$ cat src/rtl/dpll_pkg.sv
package dpll_pkg;

    // Loop codes; bit 2 of each code is the data level
    typedef enum logic [3:0] {
        PH_L_EXIT = 4'h0,
        PH_L_ENT  = 4'h1,
        PH_L_DN   = 4'h2,
        PH_L_UP   = 4'h3,
        PH_H_EXIT = 4'h4,
        PH_H_ENT  = 4'h5,
        PH_H_DN   = 4'h6,
        PH_H_UP   = 4'h7,
        PH_LONG_L = 4'hB,
        PH_ACQ0   = 4'hC,
        PH_ACQ1   = 4'hD,
        PH_LONG_H = 4'hF
    } phase_e;

    localparam int unsigned DATA_BIT = 2;

    typedef struct packed {
        logic lvl;   // newest falling-edge sample
        logic chg;   // qualified transition
    } line_s;

    typedef struct packed {
        logic rclk;
        logic rdat;
        logic stb;
        logic bitv;
        logic lock;
    } rec_out_s;

    function automatic logic ph_high(input phase_e p);
        case (p)
            PH_H_UP, PH_H_DN, PH_L_UP, PH_L_DN, PH_LONG_H, PH_LONG_L: return 1'b1;
            default: return 1'b0;
        endcase
    endfunction

    function automatic logic ph_locked(input phase_e p);
        return (p != PH_ACQ0) && (p != PH_ACQ1);
    endfunction

    function automatic phase_e ph_entry(input logic lvl);
        return lvl ? PH_H_ENT : PH_L_ENT;
    endfunction

endpackage

$ cat src/rtl/dpll_line_sampler.sv
module dpll_line_sampler
    import dpll_pkg::*;
#(
    parameter logic IDLE_LVL = 1'b1
) (
    input  logic  clk,
    input  logic  rst,
    input  logic  rxd,
    output line_s smp
);
    logic fall_q;    // sampled on falling edge
    logic rise_q;    // sampled on rising edge
    logic fall_pq;   // previous falling sample

    always_ff @(negedge clk) begin
        if (rst) fall_q <= IDLE_LVL;
        else     fall_q <= rxd;
    end

    always_ff @(posedge clk) begin
        if (rst) begin
            rise_q  <= IDLE_LVL;
            fall_pq <= IDLE_LVL;
        end else begin
            rise_q  <= rxd;
            fall_pq <= fall_q;
        end
    end

    always_comb begin
        smp.lvl = fall_q;
        smp.chg = (rise_q != fall_q) || (fall_q != fall_pq);
    end
endmodule

$ cat src/rtl/dpll_phase_fsm.sv
module dpll_phase_fsm
    import dpll_pkg::*;
(
    input  logic   clk,
    input  logic   rst,
    input  logic   rx_en,
    input  line_s  smp,
    output phase_e st_q,
    output phase_e st_nxt
);
    always_comb begin
        st_nxt = st_q;
        if (!rx_en) begin
            st_nxt = PH_ACQ0;
        end else begin
            case (st_q)
                PH_ACQ0:   if (smp.chg) st_nxt = PH_ACQ1;
                PH_ACQ1:   if (smp.chg) st_nxt = ph_entry(smp.lvl);
                PH_H_ENT:  st_nxt = PH_H_UP;
                PH_L_ENT:  st_nxt = PH_L_UP;
                PH_H_UP:   st_nxt = smp.lvl ? PH_H_DN : PH_LONG_L;
                PH_L_UP:   st_nxt = smp.lvl ? PH_LONG_H : PH_L_DN;
                PH_LONG_L: st_nxt = PH_L_DN;
                PH_LONG_H: st_nxt = PH_H_DN;
                PH_H_DN:   st_nxt = smp.lvl ? PH_H_EXIT : PH_L_ENT;
                PH_L_DN:   st_nxt = smp.lvl ? PH_H_ENT : PH_L_EXIT;
                PH_H_EXIT, PH_L_EXIT: st_nxt = ph_entry(smp.lvl);
                default:   st_nxt = PH_ACQ0;
            endcase
        end
    end

    always_ff @(posedge clk) begin
        if (rst) st_q <= PH_ACQ0;
        else     st_q <= st_nxt;
    end

    AST_RX_OFF: assert property (@(posedge clk) disable iff (rst)
        !rx_en |=> (st_q == PH_ACQ0));
    AST_ACQ_STEP: assert property (@(posedge clk) disable iff (rst)
        (st_q == PH_ACQ0) |=> (st_q == PH_ACQ0 || st_q == PH_ACQ1));
    AST_LONG_H_NEXT: assert property (@(posedge clk) disable iff (rst)
        (st_q == PH_LONG_H) |=> (st_q == PH_H_DN || st_q == PH_ACQ0));
    AST_LONG_L_NEXT: assert property (@(posedge clk) disable iff (rst)
        (st_q == PH_LONG_L) |=> (st_q == PH_L_DN || st_q == PH_ACQ0));
endmodule

$ cat src/rtl/dpll_out_reg.sv
module dpll_out_reg
    import dpll_pkg::*;
(
    input  logic     clk,
    input  logic     rst,
    input  phase_e   st_q,
    input  phase_e   st_nxt,
    output rec_out_s ro
);
    logic falling;
    assign falling = ph_high(st_q) && !ph_high(st_nxt);

    always_ff @(posedge clk) begin
        if (rst) begin
            ro <= '0;
        end else begin
            ro.rclk <= ph_high(st_nxt);
            ro.rdat <= st_nxt[DATA_BIT];
            ro.lock <= ph_locked(st_nxt);
            ro.stb  <= falling;
            if (falling) ro.bitv <= st_q[DATA_BIT];
        end
    end

    AST_STB_ON_FALL: assert property (@(posedge clk) disable iff (rst)
        ro.stb |-> (!ro.rclk && $past(ro.rclk)));
    AST_STB_SPACED: assert property (@(posedge clk) disable iff (rst)
        ro.stb |=> !ro.stb);
    AST_NO_CLK_UNLOCKED: assert property (@(posedge clk) disable iff (rst)
        !ro.lock |-> !ro.rclk);
    AST_HIGH_MAX: assert property (@(posedge clk) disable iff (rst)
        (ro.rclk && $past(ro.rclk) && $past(ro.rclk, 2)) |=> !ro.rclk);
endmodule

$ cat src/rtl/rx_clock_recovery.sv
module rx_clock_recovery
    import dpll_pkg::*;
#(
    parameter logic IDLE_LVL = 1'b1
) (
    input  logic clk,
    input  logic rst,
    input  logic rx_en,
    input  logic rxd,
    output logic rclk_o,
    output logic rdat_o,
    output logic bit_stb_o,
    output logic bit_o,
    output logic lock_o
);
    line_s    smp;
    phase_e   st_q;
    phase_e   st_nxt;
    rec_out_s ro;

    dpll_line_sampler #(.IDLE_LVL(IDLE_LVL)) u_smp (
        .clk (clk),
        .rst (rst),
        .rxd (rxd),
        .smp (smp)
    );

    dpll_phase_fsm u_fsm (
        .clk    (clk),
        .rst    (rst),
        .rx_en  (rx_en),
        .smp    (smp),
        .st_q   (st_q),
        .st_nxt (st_nxt)
    );

    dpll_out_reg u_out (
        .clk    (clk),
        .rst    (rst),
        .st_q   (st_q),
        .st_nxt (st_nxt),
        .ro     (ro)
    );

    assign rclk_o    = ro.rclk;
    assign rdat_o    = ro.rdat;
    assign bit_stb_o = ro.stb;
    assign bit_o     = ro.bitv;
    assign lock_o    = ro.lock;
endmodule

$ cat config.mk
export PLATFORM = sky130hd
export DESIGN_NAME = rx_clock_recovery
export DESIGN_NICKNAME = d
export VERILOG_FILES = /design/src/rtl/dpll_pkg.sv /design/src/rtl/dpll_line_sampler.sv /design/src/rtl/dpll_phase_fsm.sv /design/src/rtl/dpll_out_reg.sv /design/src/rtl/rx_clock_recovery.sv
export SDC_FILE = /design/constraint.sdc
export NUM_CORES = 1
export LEC_CHECK = 0
export ABC_AREA = 1
export ABC_CLOCK_PERIOD_IN_PS = 1390
export BUFFER_PORTS_ARGS = -buffer_cell sky130_fd_sc_hd__buf_2
export CELL_PAD_IN_SITES_DETAIL_PLACEMENT = 0
export CELL_PAD_IN_SITES_GLOBAL_PLACEMENT = 2
export CORE_MARGIN = 4
export CORE_UTILIZATION = 28
export CTS_CLUSTER_SIZE = 40
export DETAILED_ROUTE_END_ITERATION = 12
export PLACE_DENSITY = 0.76
export SETUP_SLACK_MARGIN = 0.02
export SLEW_MARGIN = 5
export SYNTH_ARGS = -nofsm -noshare
export SYNTH_HDL_FRONTEND = slang
export SYNTH_SLANG_ARGS = --single-unit
$ cat constraint.sdc
create_clock -name clk -period 1.39 [get_ports clk]
set_input_delay 0.278 -clock clk [delete_from_list [all_inputs] [get_ports clk]]
set_output_delay 0.278 -clock clk [all_outputs]
set_load 0.005 [all_outputs]
==> results of run 1 <==
==> kinds of logic (layout without fill, tap and decap cells) <==
family | after synthesis | after routing | synth area share [%]
buffers and inverters | 14 | 29 | 9.59
and+or+nand+nor | 45 | 45 | 40.6
AOI/OAI and AO/OA | 5 | 5 | 5.94
DFF | 12 | 12 | 43.8
==> metrics by stage <==
step	instances	hold WS [ns]	cell area, sq um	utilization [%]
6_report	116	0.218	696	39.0
2_1_floorplan	76	0.397	576	-
5_1_grt	116	0.200	696	39.0
3_5_place_dp	110	0.461	637	35.7
4_1_cts	116	0.211	693	38.9
3_3_place_gp	110	0.455	637	35.7
==> Yosys cell counts <==
library cell	count
sky130_fd_sc_hd__nand4_2	1
sky130_fd_sc_hd__nand3_1	5
sky130_fd_sc_hd__nand3_2	3
sky130_fd_sc_hd__o21ai_0	1
sky130_fd_sc_hd__a21boi_0	1
sky130_fd_sc_hd__o22ai_1	1
sky130_fd_sc_hd__nor2_4	1
sky130_fd_sc_hd__inv_2	3
sky130_fd_sc_hd__or2_2	1
sky130_fd_sc_hd__a21oi_1	1
sky130_fd_sc_hd__inv_1	10
sky130_fd_sc_hd__nand2_1	22
sky130_fd_sc_hd__nor2_2	1
sky130_fd_sc_hd__a21oi_2	1
sky130_fd_sc_hd__clkbuf_1	1
sky130_fd_sc_hd__nor2_1	8
sky130_fd_sc_hd__nand2_2	2
sky130_fd_sc_hd__dfxtp_1	12
sky130_fd_sc_hd__nand4_1	1
==> state kept, by name, summed over array words and instances (netlist names) <==
signal	flops
u_fsm.st_q	4
u_smp.rise_q	1
u_smp.fall_q	1
u_smp.fall_pq	1
u_out.ro	5
==> power by group through the flow <==
| stage | logic, mW | registers, mW | clock network (mW) |
|---|---|---|---|
| 2_1_floorplan | 0.0633 | 0.376 | 0.00900 |
| 3_3_place_gp | 0.0829 | 0.378 | 0.00900 |
| 3_5_place_dp | 0.0819 | 0.377 | 0.00900 |
| 4_1_cts | 0.0914 | 0.369 | 0.231 |
| 5_1_grt | 0.106 | 0.371 | 0.260 |
| 6_report | 0.0921 | 0.370 | 0.225 |
==> cell type report <==
cell class	instances	area [sq um]
repair buffers	12	77.6
fillers	197	1090
clock buffers	3	22.5
inverters	12	45.0
multi-input cells	50	270
clock inverters	2	7.51
flip-flops and latches	12	241
well taps	25	31.3
==> routing by layer <==
layer | track usage (%) | vias up | share of wire, %
li1 | - | 264 | -
met1 | 12.9 | 215 | 47
met2 | 15.7 | 9 | 47
met3 | 3.13 | 4 | 3.5
met4 | 7.23 | 0 | 2.0
met5 | 0 | - | 0
==> how the worst max path moves through the flow <==
| stage | startpoint | slack [ns] | to | cells after the start |
|---|---|---|---|---|
| global placement | u_smp.fall_q | -0.16 | u_fsm.st_q[2] | 6 |
| global route | u_smp.fall_q | -0.28 | u_fsm.st_q[2] | 6 |
| detailed placement | u_smp.fall_q | -0.18 | u_fsm.st_q[2] | 6 |
| CTS | u_smp.fall_q | -0.20 | u_fsm.st_q[2] | 6 |
| floorplan | u_smp.fall_q | -0.13 | u_fsm.st_q[2] | 6 |
| finish | u_smp.fall_q | -0.20 | u_smp.fall_pq | 5 |
==> timing repair <==
action | in CTS | in global routing
pin swaps | 3 | 2
resized for setup | 4 | 1
endpoints found under the setup margin | 6 | 6
buffers inserted | 3 | 0
==> impl_metrics.prom, run 1 <==
# TYPE chip_impl_metric gauge
chip_impl_metric{name="r2r.worst_path.cells",unit=""} 5
chip_impl_info{name="critical-path-top-delay-family",value="buffers and inverters"} 1
chip_impl_metric{name="post-dp-hpwl",unit="microns"} 885
chip_impl_metric{name="detailedRoute.firstIterationViolations",unit=""} 8
chip_impl_info{name="setup_repair_after_global_routing_missed_its_margin",value="yes"} 1
chip_impl_metric{name="worst-slew-pin-transition",unit="ns"} 0.244
chip_impl_metric{name="row_count",unit=""} 15
chip_impl_metric{name="timing.reg2reg.setup_slack",unit="ns"} -0.20
chip_impl_info{name="regToRegStartpoint",value="u_smp.fall_q"} 1
chip_impl_metric{name="holdPathStages",unit=""} 2
chip_impl_metric{name="switchingPower",unit="uW"} 181
chip_impl_metric{name="crit_fanout",unit=""} 5
chip_impl_metric{name="mappedNetlistArea",unit="sq um"} 548
chip_impl_metric{name="die-width",unit="microns"} 52.2
chip_impl_metric{name="drt_wl_total",unit="mm"} 1.13
chip_impl_metric{name="setup_viol_count_final",unit=""} 6
chip_impl_metric{name="power.switching_fraction",unit="%"} 26.4
chip_impl_metric{name="chipHeight",unit="microns"} 52.2
chip_impl_metric{name="antenna_left",unit=""} 0
chip_impl_metric{name="cpPeakStageDelay",unit="ns"} 0.35
chip_impl_metric{name="placement.setup.worst_slack",unit="ns"} -0.180
chip_impl_info{name="worst_path_max_delay_cell",value="sky130_fd_sc_hd__dfxtp_2"} 1
chip_impl_metric{name="cell_internal_power",unit="uW"} 505
chip_impl_metric{name="first_global_vias",unit=""} 499
chip_impl_info{name="mostFrequentLayoutCells",value="19 x sky130_fd_sc_hd__nand2_1, 11 x sky130_fd_sc_hd__dfxtp_1, 9 x sky130_fd_sc_hd__inv_1"} 1
chip_impl_info{name="layout_commonest_cell",value="sky130_fd_sc_hd__nand2_1"} 1
chip_impl_metric{name="clock_share_of_power",unit="%"} 32.8
chip_impl_metric{name="fp.dieArea",unit="sq um"} 2730
chip_impl_info{name="hp_class",value="input pin to flip-flop"} 1
chip_impl_metric{name="wire_length_of_the_first_global_routing_pass",unit="mm"} 2.08
chip_impl_info{name="yosys-top-cells-area",value="sky130_fd_sc_hd__dfxtp_1 44%, sky130_fd_sc_hd__nand2_1 15%, sky130_fd_sc_hd__inv_1 6.8%"} 1
chip_impl_metric{name="core_area",unit="sq um"} 1780
chip_impl_info{name="cts_root_buf",value="sky130_fd_sc_hd__clkbuf_4"} 1
chip_impl_metric{name="tns",unit="ns"} -1.01
chip_impl_metric{name="slew_headroom",unit="%"} 83.7
chip_impl_metric{name="globalplace.congestion",unit=""} 0.718
chip_impl_metric{name="sequentialPowerShare",unit="%"} 53.8
chip_impl_metric{name="cts_max_path_buffers",unit=""} 2
chip_impl_metric{name="synth_cell_type_count",unit=""} 19
chip_impl_metric{name="setup_ws",unit="ns"} -0.199
chip_impl_metric{name="drc",unit=""} 0
chip_impl_metric{name="drt-vias-per-instance",unit=""} 4.24
chip_impl_metric{name="synth.net_count",unit=""} 80
chip_impl_info{name="worstSetupStartpointType",value="flip-flop"} 1
chip_impl_metric{name="area_share_of_the_leading_cell_type_in_the_synthesized_netlist",unit="%"} 43.8
chip_impl_info{name="r2r-end",value="u_smp.fall_pq"} 1
chip_impl_metric{name="floorplan.initialDensity",unit="%"} 30.7
chip_impl_metric{name="timing.final.hold_violations",unit=""} 0
chip_impl_metric{name="num-nets-final",unit=""} 96
chip_impl_info{name="cp_common_cell",value="sky130_fd_sc_hd__buf_6"} 1
chip_impl_metric{name="p_leak",unit="nW"} 0.377
chip_impl_metric{name="synth.ff_latch_count",unit=""} 12
chip_impl_metric{name="worst-endpoint-required",unit="ns"} 1.60
chip_impl_metric{name="design_power_total",unit="uW"} 687
chip_impl_info{name="whs_endpoint",value="u_smp.rise_q"} 1
chip_impl_metric{name="cts_inserted_buffers",unit=""} 3
chip_impl_info{name="failed_checks",value="negative setup slack"} 1
chip_impl_metric{name="powerDensity",unit="nW/um^2"} 987
chip_impl_metric{name="detailed_route_via_count",unit=""} 492
chip_impl_metric{name="antenna_cells_inserted",unit=""} 0
chip_impl_metric{name="worst_ep_arrival_time",unit="ns"} 1.80
chip_impl_metric{name="final_max_slew_viol_count",unit=""} 0
chip_impl_metric{name="first_pass_iters",unit=""} 4
chip_impl_metric{name="antenna_found_initial",unit=""} 0
chip_impl_metric{name="grtUsageTotal",unit="%"} 10.5
chip_impl_info{name="run_status",value="complete, but fails checks"} 1
chip_impl_metric{name="post_synthesis_area_per_instance",unit="sq um"} 7.21
chip_impl_info{name="timing.setup.critical_path_class",value="flip-flop to flip-flop"} 1
chip_impl_metric{name="route.detailed.wl_per_inst",unit="microns"} 9.72
chip_impl_metric{name="final_layout_size_suffix_gt1_share",unit="%"} 37.4
chip_impl_info{name="hold_path.startpoint",value="rxd"} 1
chip_impl_metric{name="combinational_power_share",unit="%"} 13.4
chip_impl_metric{name="worst_clock_skew",unit="ns"} 0.0554
chip_impl_metric{name="syn-instance-count",unit=""} 76
chip_impl_metric{name="power.ir.vdd_worst",unit="V"} 0.000518
chip_impl_metric{name="area_growth_syn_to_layout",unit="%"} 26.9
chip_impl_metric{name="numClockSinks",unit=""} 12
chip_impl_metric{name="global_route.overflow_total",unit=""} 0
chip_impl_metric{name="critical_path_buf_inv_count",unit=""} 4
chip_impl_metric{name="clock_latency",unit="ns"} 0.32
chip_impl_info{name="worstSetupEndpointType",value="flip-flop"} 1
chip_impl_metric{name="synth.yosys.warnings",unit=""} 0
chip_impl_info{name="cts_tree",value="built"} 1
chip_impl_info{name="critical_path.cell_chain",value="inv_2 -> buf_4 -> buf_6 -> buf_6 -> nand2_1"} 1
chip_impl_info{name="yosys.area.top_type",value="sky130_fd_sc_hd__dfxtp_1"} 1
chip_impl_metric{name="cts_hold_repair.buffers",unit=""} 0
chip_impl_metric{name="drv.max_cap_violation_count",unit=""} 0
chip_impl_metric{name="synth.yosys.seq_area_share",unit="%"} 43.8
chip_impl_metric{name="grt_start_max_net_pins",unit=""} 8
chip_impl_metric{name="number_of_h_tree_levels",unit=""} 1
chip_impl_metric{name="io_port_bufs",unit=""} 8
chip_impl_metric{name="num_io_pins",unit=""} 9
chip_impl_metric{name="clk_transition_reported_paths",unit="ns"} 0.07
Note: power is estimated with default switching activity, not from simulation.
==> run 2, diff against run 1 <==
Settings changed: ABC_AREA 1 to not set, CORE_UTILIZATION 28 to 30, PLACE_DENSITY 0.76 to 0.74.
==> run 2 against run 1 <==
Against the previous run: the flow still finishes with violations (negative setup slack); sequential cell count is the same; worst hold slack lost 0.0050 ns; power shrank 2.6%; die area shrank 6.6%; clock skew grew 0.0039 ns; sequential share of layout area shrank 0.076 points; non-clock buffer count grew 3; critical path depth shrank 1; worst setup slack lost 0.30 ns; largest power group unchanged.
==> impl_metrics.prom, run 2 <==
# TYPE chip_impl_metric gauge
chip_impl_info{name="run_status",value="complete, but fails checks"} 1
chip_impl_info{name="failed_checks",value="negative setup slack"} 1
chip_impl_metric{name="detailedRoute.firstIterationViolations",unit=""} 7
chip_impl_metric{name="placed_cell_area",unit="sq um"} 631
chip_impl_info{name="setup_repair_after_global_routing_missed_its_margin",value="yes"} 1
chip_impl_metric{name="synth.ff_latch_count",unit=""} 12
chip_impl_metric{name="worst_clock_skew",unit="ns"} 0.0593
chip_impl_metric{name="globalplace.congestion",unit=""} 0.654
chip_impl_info{name="yosys.area.top_type",value="sky130_fd_sc_hd__dfxtp_1"} 1
chip_impl_info{name="r2r-end",value="u_fsm.st_q[2]"} 1
chip_impl_metric{name="final_max_slew_viol_count",unit=""} 0
chip_impl_metric{name="drv.max_cap_violation_count",unit=""} 0
chip_impl_metric{name="slew_headroom",unit="%"} 82.3
chip_impl_info{name="synth.cells.most_frequent",value="12 x sky130_fd_sc_hd__dfxtp_1, 6 x sky130_fd_sc_hd__nor2_1, 5 x sky130_fd_sc_hd__a21oi_1, 5 x sky130_fd_sc_hd__nand2_1, 4 x sky130_fd_sc_hd__or2b_1"} 1
chip_impl_metric{name="row_count",unit=""} 15
chip_impl_metric{name="setup_ws",unit="ns"} -0.503
chip_impl_metric{name="mappedNetlistArea",unit="sq um"} 542
chip_impl_metric{name="drc",unit=""} 0
chip_impl_metric{name="core_area",unit="sq um"} 1730
chip_impl_info{name="timing.setup.critical_path_class",value="flip-flop to flip-flop"} 1
chip_impl_info{name="cts_root_buf",value="sky130_fd_sc_hd__clkbuf_4"} 1
chip_impl_metric{name="regArea",unit="sq um"} 244
chip_impl_metric{name="cts_hold_repair.buffers",unit=""} 0
chip_impl_metric{name="holdPathStages",unit=""} 2
chip_impl_metric{name="multi_input_comb_area",unit="sq um"} 307
chip_impl_metric{name="p_leak",unit="nW"} 0.301
chip_impl_info{name="cts_tree",value="built"} 1
chip_impl_metric{name="largest_register_ffs",unit=""} 5
chip_impl_metric{name="clk_transition_reported_paths",unit="ns"} 0.07
chip_impl_metric{name="powerDensity",unit="nW/um^2"} 950
chip_impl_info{name="hp_class",value="input pin to flip-flop"} 1
chip_impl_metric{name="clock_share_of_power",unit="%"} 32.9
chip_impl_metric{name="r2r.worst_path.cells",unit=""} 4
chip_impl_metric{name="combinational_power_share",unit="%"} 12.1
chip_impl_metric{name="synth_async_sr_flop_share",unit="%"} 0
chip_impl_metric{name="first_pass_iters",unit=""} 4
chip_impl_metric{name="synth.yosys.warnings",unit=""} 0
chip_impl_metric{name="timing.final.hold_violations",unit=""} 0
chip_impl_metric{name="post-route-cell-area",unit="sq um"} 704
chip_impl_metric{name="post_layout_nonfiller_instances",unit=""} 98
chip_impl_info{name="worst_path_max_delay_cell",value="sky130_fd_sc_hd__dfxtp_4"} 1
chip_impl_metric{name="tns",unit="ns"} -2.54
chip_impl_metric{name="wire_length_of_the_first_global_routing_pass",unit="mm"} 1.94
chip_impl_info{name="layout_commonest_cell",value="sky130_fd_sc_hd__dfxtp_1"} 1
chip_impl_metric{name="synth.net_count",unit=""} 61
chip_impl_metric{name="antenna_found_initial",unit=""} 0
chip_impl_metric{name="detailed_route_via_count",unit=""} 448
chip_impl_metric{name="first_global_vias",unit=""} 464
chip_impl_metric{name="route.detailed.wl_per_inst",unit="microns"} 10.8
chip_impl_metric{name="cts_inserted_buffers",unit=""} 3
chip_impl_metric{name="number_of_synthesized_flops_with_an_enable_pin",unit=""} 0
chip_impl_metric{name="cpPeakStageDelay",unit="ns"} 0.35
chip_impl_metric{name="grtUsageTotal",unit="%"} 10.4
chip_impl_metric{name="worst_ep_arrival_time",unit="ns"} 2.04
chip_impl_metric{name="numClockSinks",unit=""} 12
chip_impl_metric{name="fp.dieArea",unit="sq um"} 2550
chip_impl_metric{name="io_port_bufs",unit=""} 8
chip_impl_metric{name="floorplan.initialDensity",unit="%"} 31.4
chip_impl_metric{name="switchingPower",unit="uW"} 159
chip_impl_metric{name="worst-slew-pin-transition",unit="ns"} 0.264
chip_impl_metric{name="global_route.overflow_total",unit=""} 0
chip_impl_metric{name="post_synthesis_area_per_instance",unit="sq um"} 9.50
chip_impl_info{name="synthMostInstantiatedCell",value="sky130_fd_sc_hd__dfxtp_1"} 1
chip_impl_metric{name="sequentialPowerShare",unit="%"} 55.0
chip_impl_metric{name="setup_viol_count_final",unit=""} 6
chip_impl_info{name="hold_path.startpoint",value="rxd"} 1
chip_impl_metric{name="post-dp-hpwl",unit="microns"} 781
chip_impl_metric{name="nFillCells",unit=""} 194
chip_impl_metric{name="drt_wl_total",unit="mm"} 1.06
chip_impl_metric{name="syn-instance-count",unit=""} 57
chip_impl_metric{name="worst-endpoint-required",unit="ns"} 1.54
chip_impl_info{name="worstSetupStartpointType",value="flip-flop"} 1
chip_impl_metric{name="num-nets-final",unit=""} 78
chip_impl_metric{name="die-width",unit="microns"} 50.5
chip_impl_metric{name="placed_cells",unit=""} 92
chip_impl_metric{name="clock_latency",unit="ns"} 0.32
chip_impl_metric{name="chipHeight",unit="microns"} 50.5
chip_impl_info{name="regToRegStartpoint",value="u_smp.fall_q"} 1
chip_impl_metric{name="synth.yosys.seq_area_share",unit="%"} 44.3
chip_impl_info{name="whs_endpoint",value="u_smp.rise_q"} 1
chip_impl_metric{name="final_layout_size_suffix_gt1_share",unit="%"} 39.7
chip_impl_metric{name="whs",unit="ns"} 0.213
chip_impl_metric{name="power.ir.vdd_worst",unit="V"} 0.000399
chip_impl_metric{name="antenna_cells_inserted",unit=""} 0
chip_impl_info{name="critical_path.cell_chain",value="o21bai_4 -> o2111ai_2 -> nor4bb_4 -> nand2b_1"} 1
chip_impl_metric{name="design_power_total",unit="uW"} 669
chip_impl_info{name="registers.top_by_ff_count",value="u_out.ro"} 1
chip_impl_metric{name="area_share_of_the_leading_cell_type_in_the_synthesized_netlist",unit="%"} 44.3
chip_impl_metric{name="area_growth_syn_to_layout",unit="%"} 30.0
chip_impl_metric{name="synth_cell_type_count",unit=""} 25
chip_impl_metric{name="cts_max_path_buffers",unit=""} 2
chip_impl_info{name="reg_top3",value="u_out.ro: 5 flops, u_fsm.st_q: 4 flops"} 1
chip_impl_metric{name="cell_internal_power",unit="uW"} 510
chip_impl_metric{name="power.switching_fraction",unit="%"} 23.8
chip_impl_info{name="mostFrequentLayoutCells",value="11 x sky130_fd_sc_hd__dfxtp_1, 8 x sky130_fd_sc_hd__buf_2, 7 x sky130_fd_sc_hd__buf_4"} 1
chip_impl_info{name="worstSetupEndpointType",value="flip-flop"} 1
chip_impl_metric{name="num_io_pins",unit=""} 9
chip_impl_metric{name="crit_fanout",unit=""} 8
chip_impl_metric{name="antenna_left",unit=""} 0
chip_impl_info{name="yosys-top-cells-area",value="sky130_fd_sc_hd__dfxtp_1 44%, sky130_fd_sc_hd__or2b_1 5.5%, sky130_fd_sc_hd__a21oi_1 4.6%"} 1
chip_impl_info{name="ys_dominant_reg_cell",value="sky130_fd_sc_hd__dfxtp_1"} 1
chip_impl_metric{name="drt-vias-per-instance",unit=""} 4.57
chip_impl_metric{name="timing.reg2reg.setup_slack",unit="ns"} -0.50
chip_impl_metric{name="grt_start_max_net_pins",unit=""} 10
chip_impl_metric{name="number_of_h_tree_levels",unit=""} 1
==> run 2: cell count changes after synthesis, sizes merged, moves of 2 or more <==
cell	change
nand2	-19
buf	+3
or3b	+2
or2b	+4
a21oi	+3
nand4	-2
nand3	-6
nand2b	+4
nor2	-4
inv	-12
==> run 2: critical path: cells and delay by family (launching register included) <==
| family | cells | cell delay, ns |
|---|---|---|
| compound gates | 2 | 0.33 |
| flops | 1 | 0.35 |
| simple gates | 2 | 0.34 |
==> run 2: timing repair <==
item,in CTS,in global routing
pin swaps,1,3
cloned,0,0
setup buffers,2,0
gates resized for setup,5,0
endpoints found under the setup margin,6,6
==> run 2: final cells by class <==
cell class / count / area share (%)
clock inverters: 2 / 1.07
clock buffers: 3 / 3.20
flip-flops and latches: 12 / 34.6
well taps: 25 / 4.44
repair buffers: 15 / 13.1
multi-input cells: 41 / 43.5
==> run 2: layer usage <==
metal / part of all wire, % / global-route usage (%)
met5: 0 / 0
met4: 1.1 / 5.38
met3: 3.7 / 3.86
met2: 51 / 18.3
met1: 44 / 10.8
==> run 2: power by group through the flow <==
stage | Combinational (mW) | Sequential [mW] | Clock, mW
floorplan | 0.0460 | 0.370 | 0.00900
global placement | 0.0681 | 0.376 | 0.00900
detailed placement | 0.0677 | 0.375 | 0.00900
CTS | 0.0818 | 0.368 | 0.232
global route | 0.0893 | 0.371 | 0.262
finish | 0.0808 | 0.368 | 0.220
==> run 2: how the worst max path moves through the flow <==
| stage | startpoint | to | slack (ns) | depth (start not counted) |
|---|---|---|---|---|
| after floorplan | u_smp.fall_q | u_fsm.st_q[2] | -0.38 | 4 |
| final | u_smp.fall_q | u_fsm.st_q[2] | -0.50 | 4 |
| after CTS | u_smp.fall_q | u_fsm.st_q[2] | -0.55 | 4 |
| after detailed placement | u_smp.fall_q | u_out.ro[3] | -0.54 | 4 |
| after global routing | u_smp.fall_q | u_fsm.st_q[2] | -0.59 | 4 |
| after global placement | u_smp.fall_q | u_fsm.st_q[2] | -0.46 | 4 |
==> run 2: through the flow <==
stage          setup WS (ns)  utilization (%)
2_1_floorplan         -0.385                -
3_3_place_gp          -0.455             36.5
3_5_place_dp          -0.535             36.5
4_1_cts               -0.549             40.8
5_1_grt               -0.586             40.8
6_report              -0.503             40.8
==> run 2: cell families after synthesis <==
kind of cell / synth area share (%)
flip-flops: 44.3
buffers and inverters: 5.08
AO/OA/AOI/OAI: 16.6
multiplexers: 1.85
AND/OR/NAND/NOR: 32.1
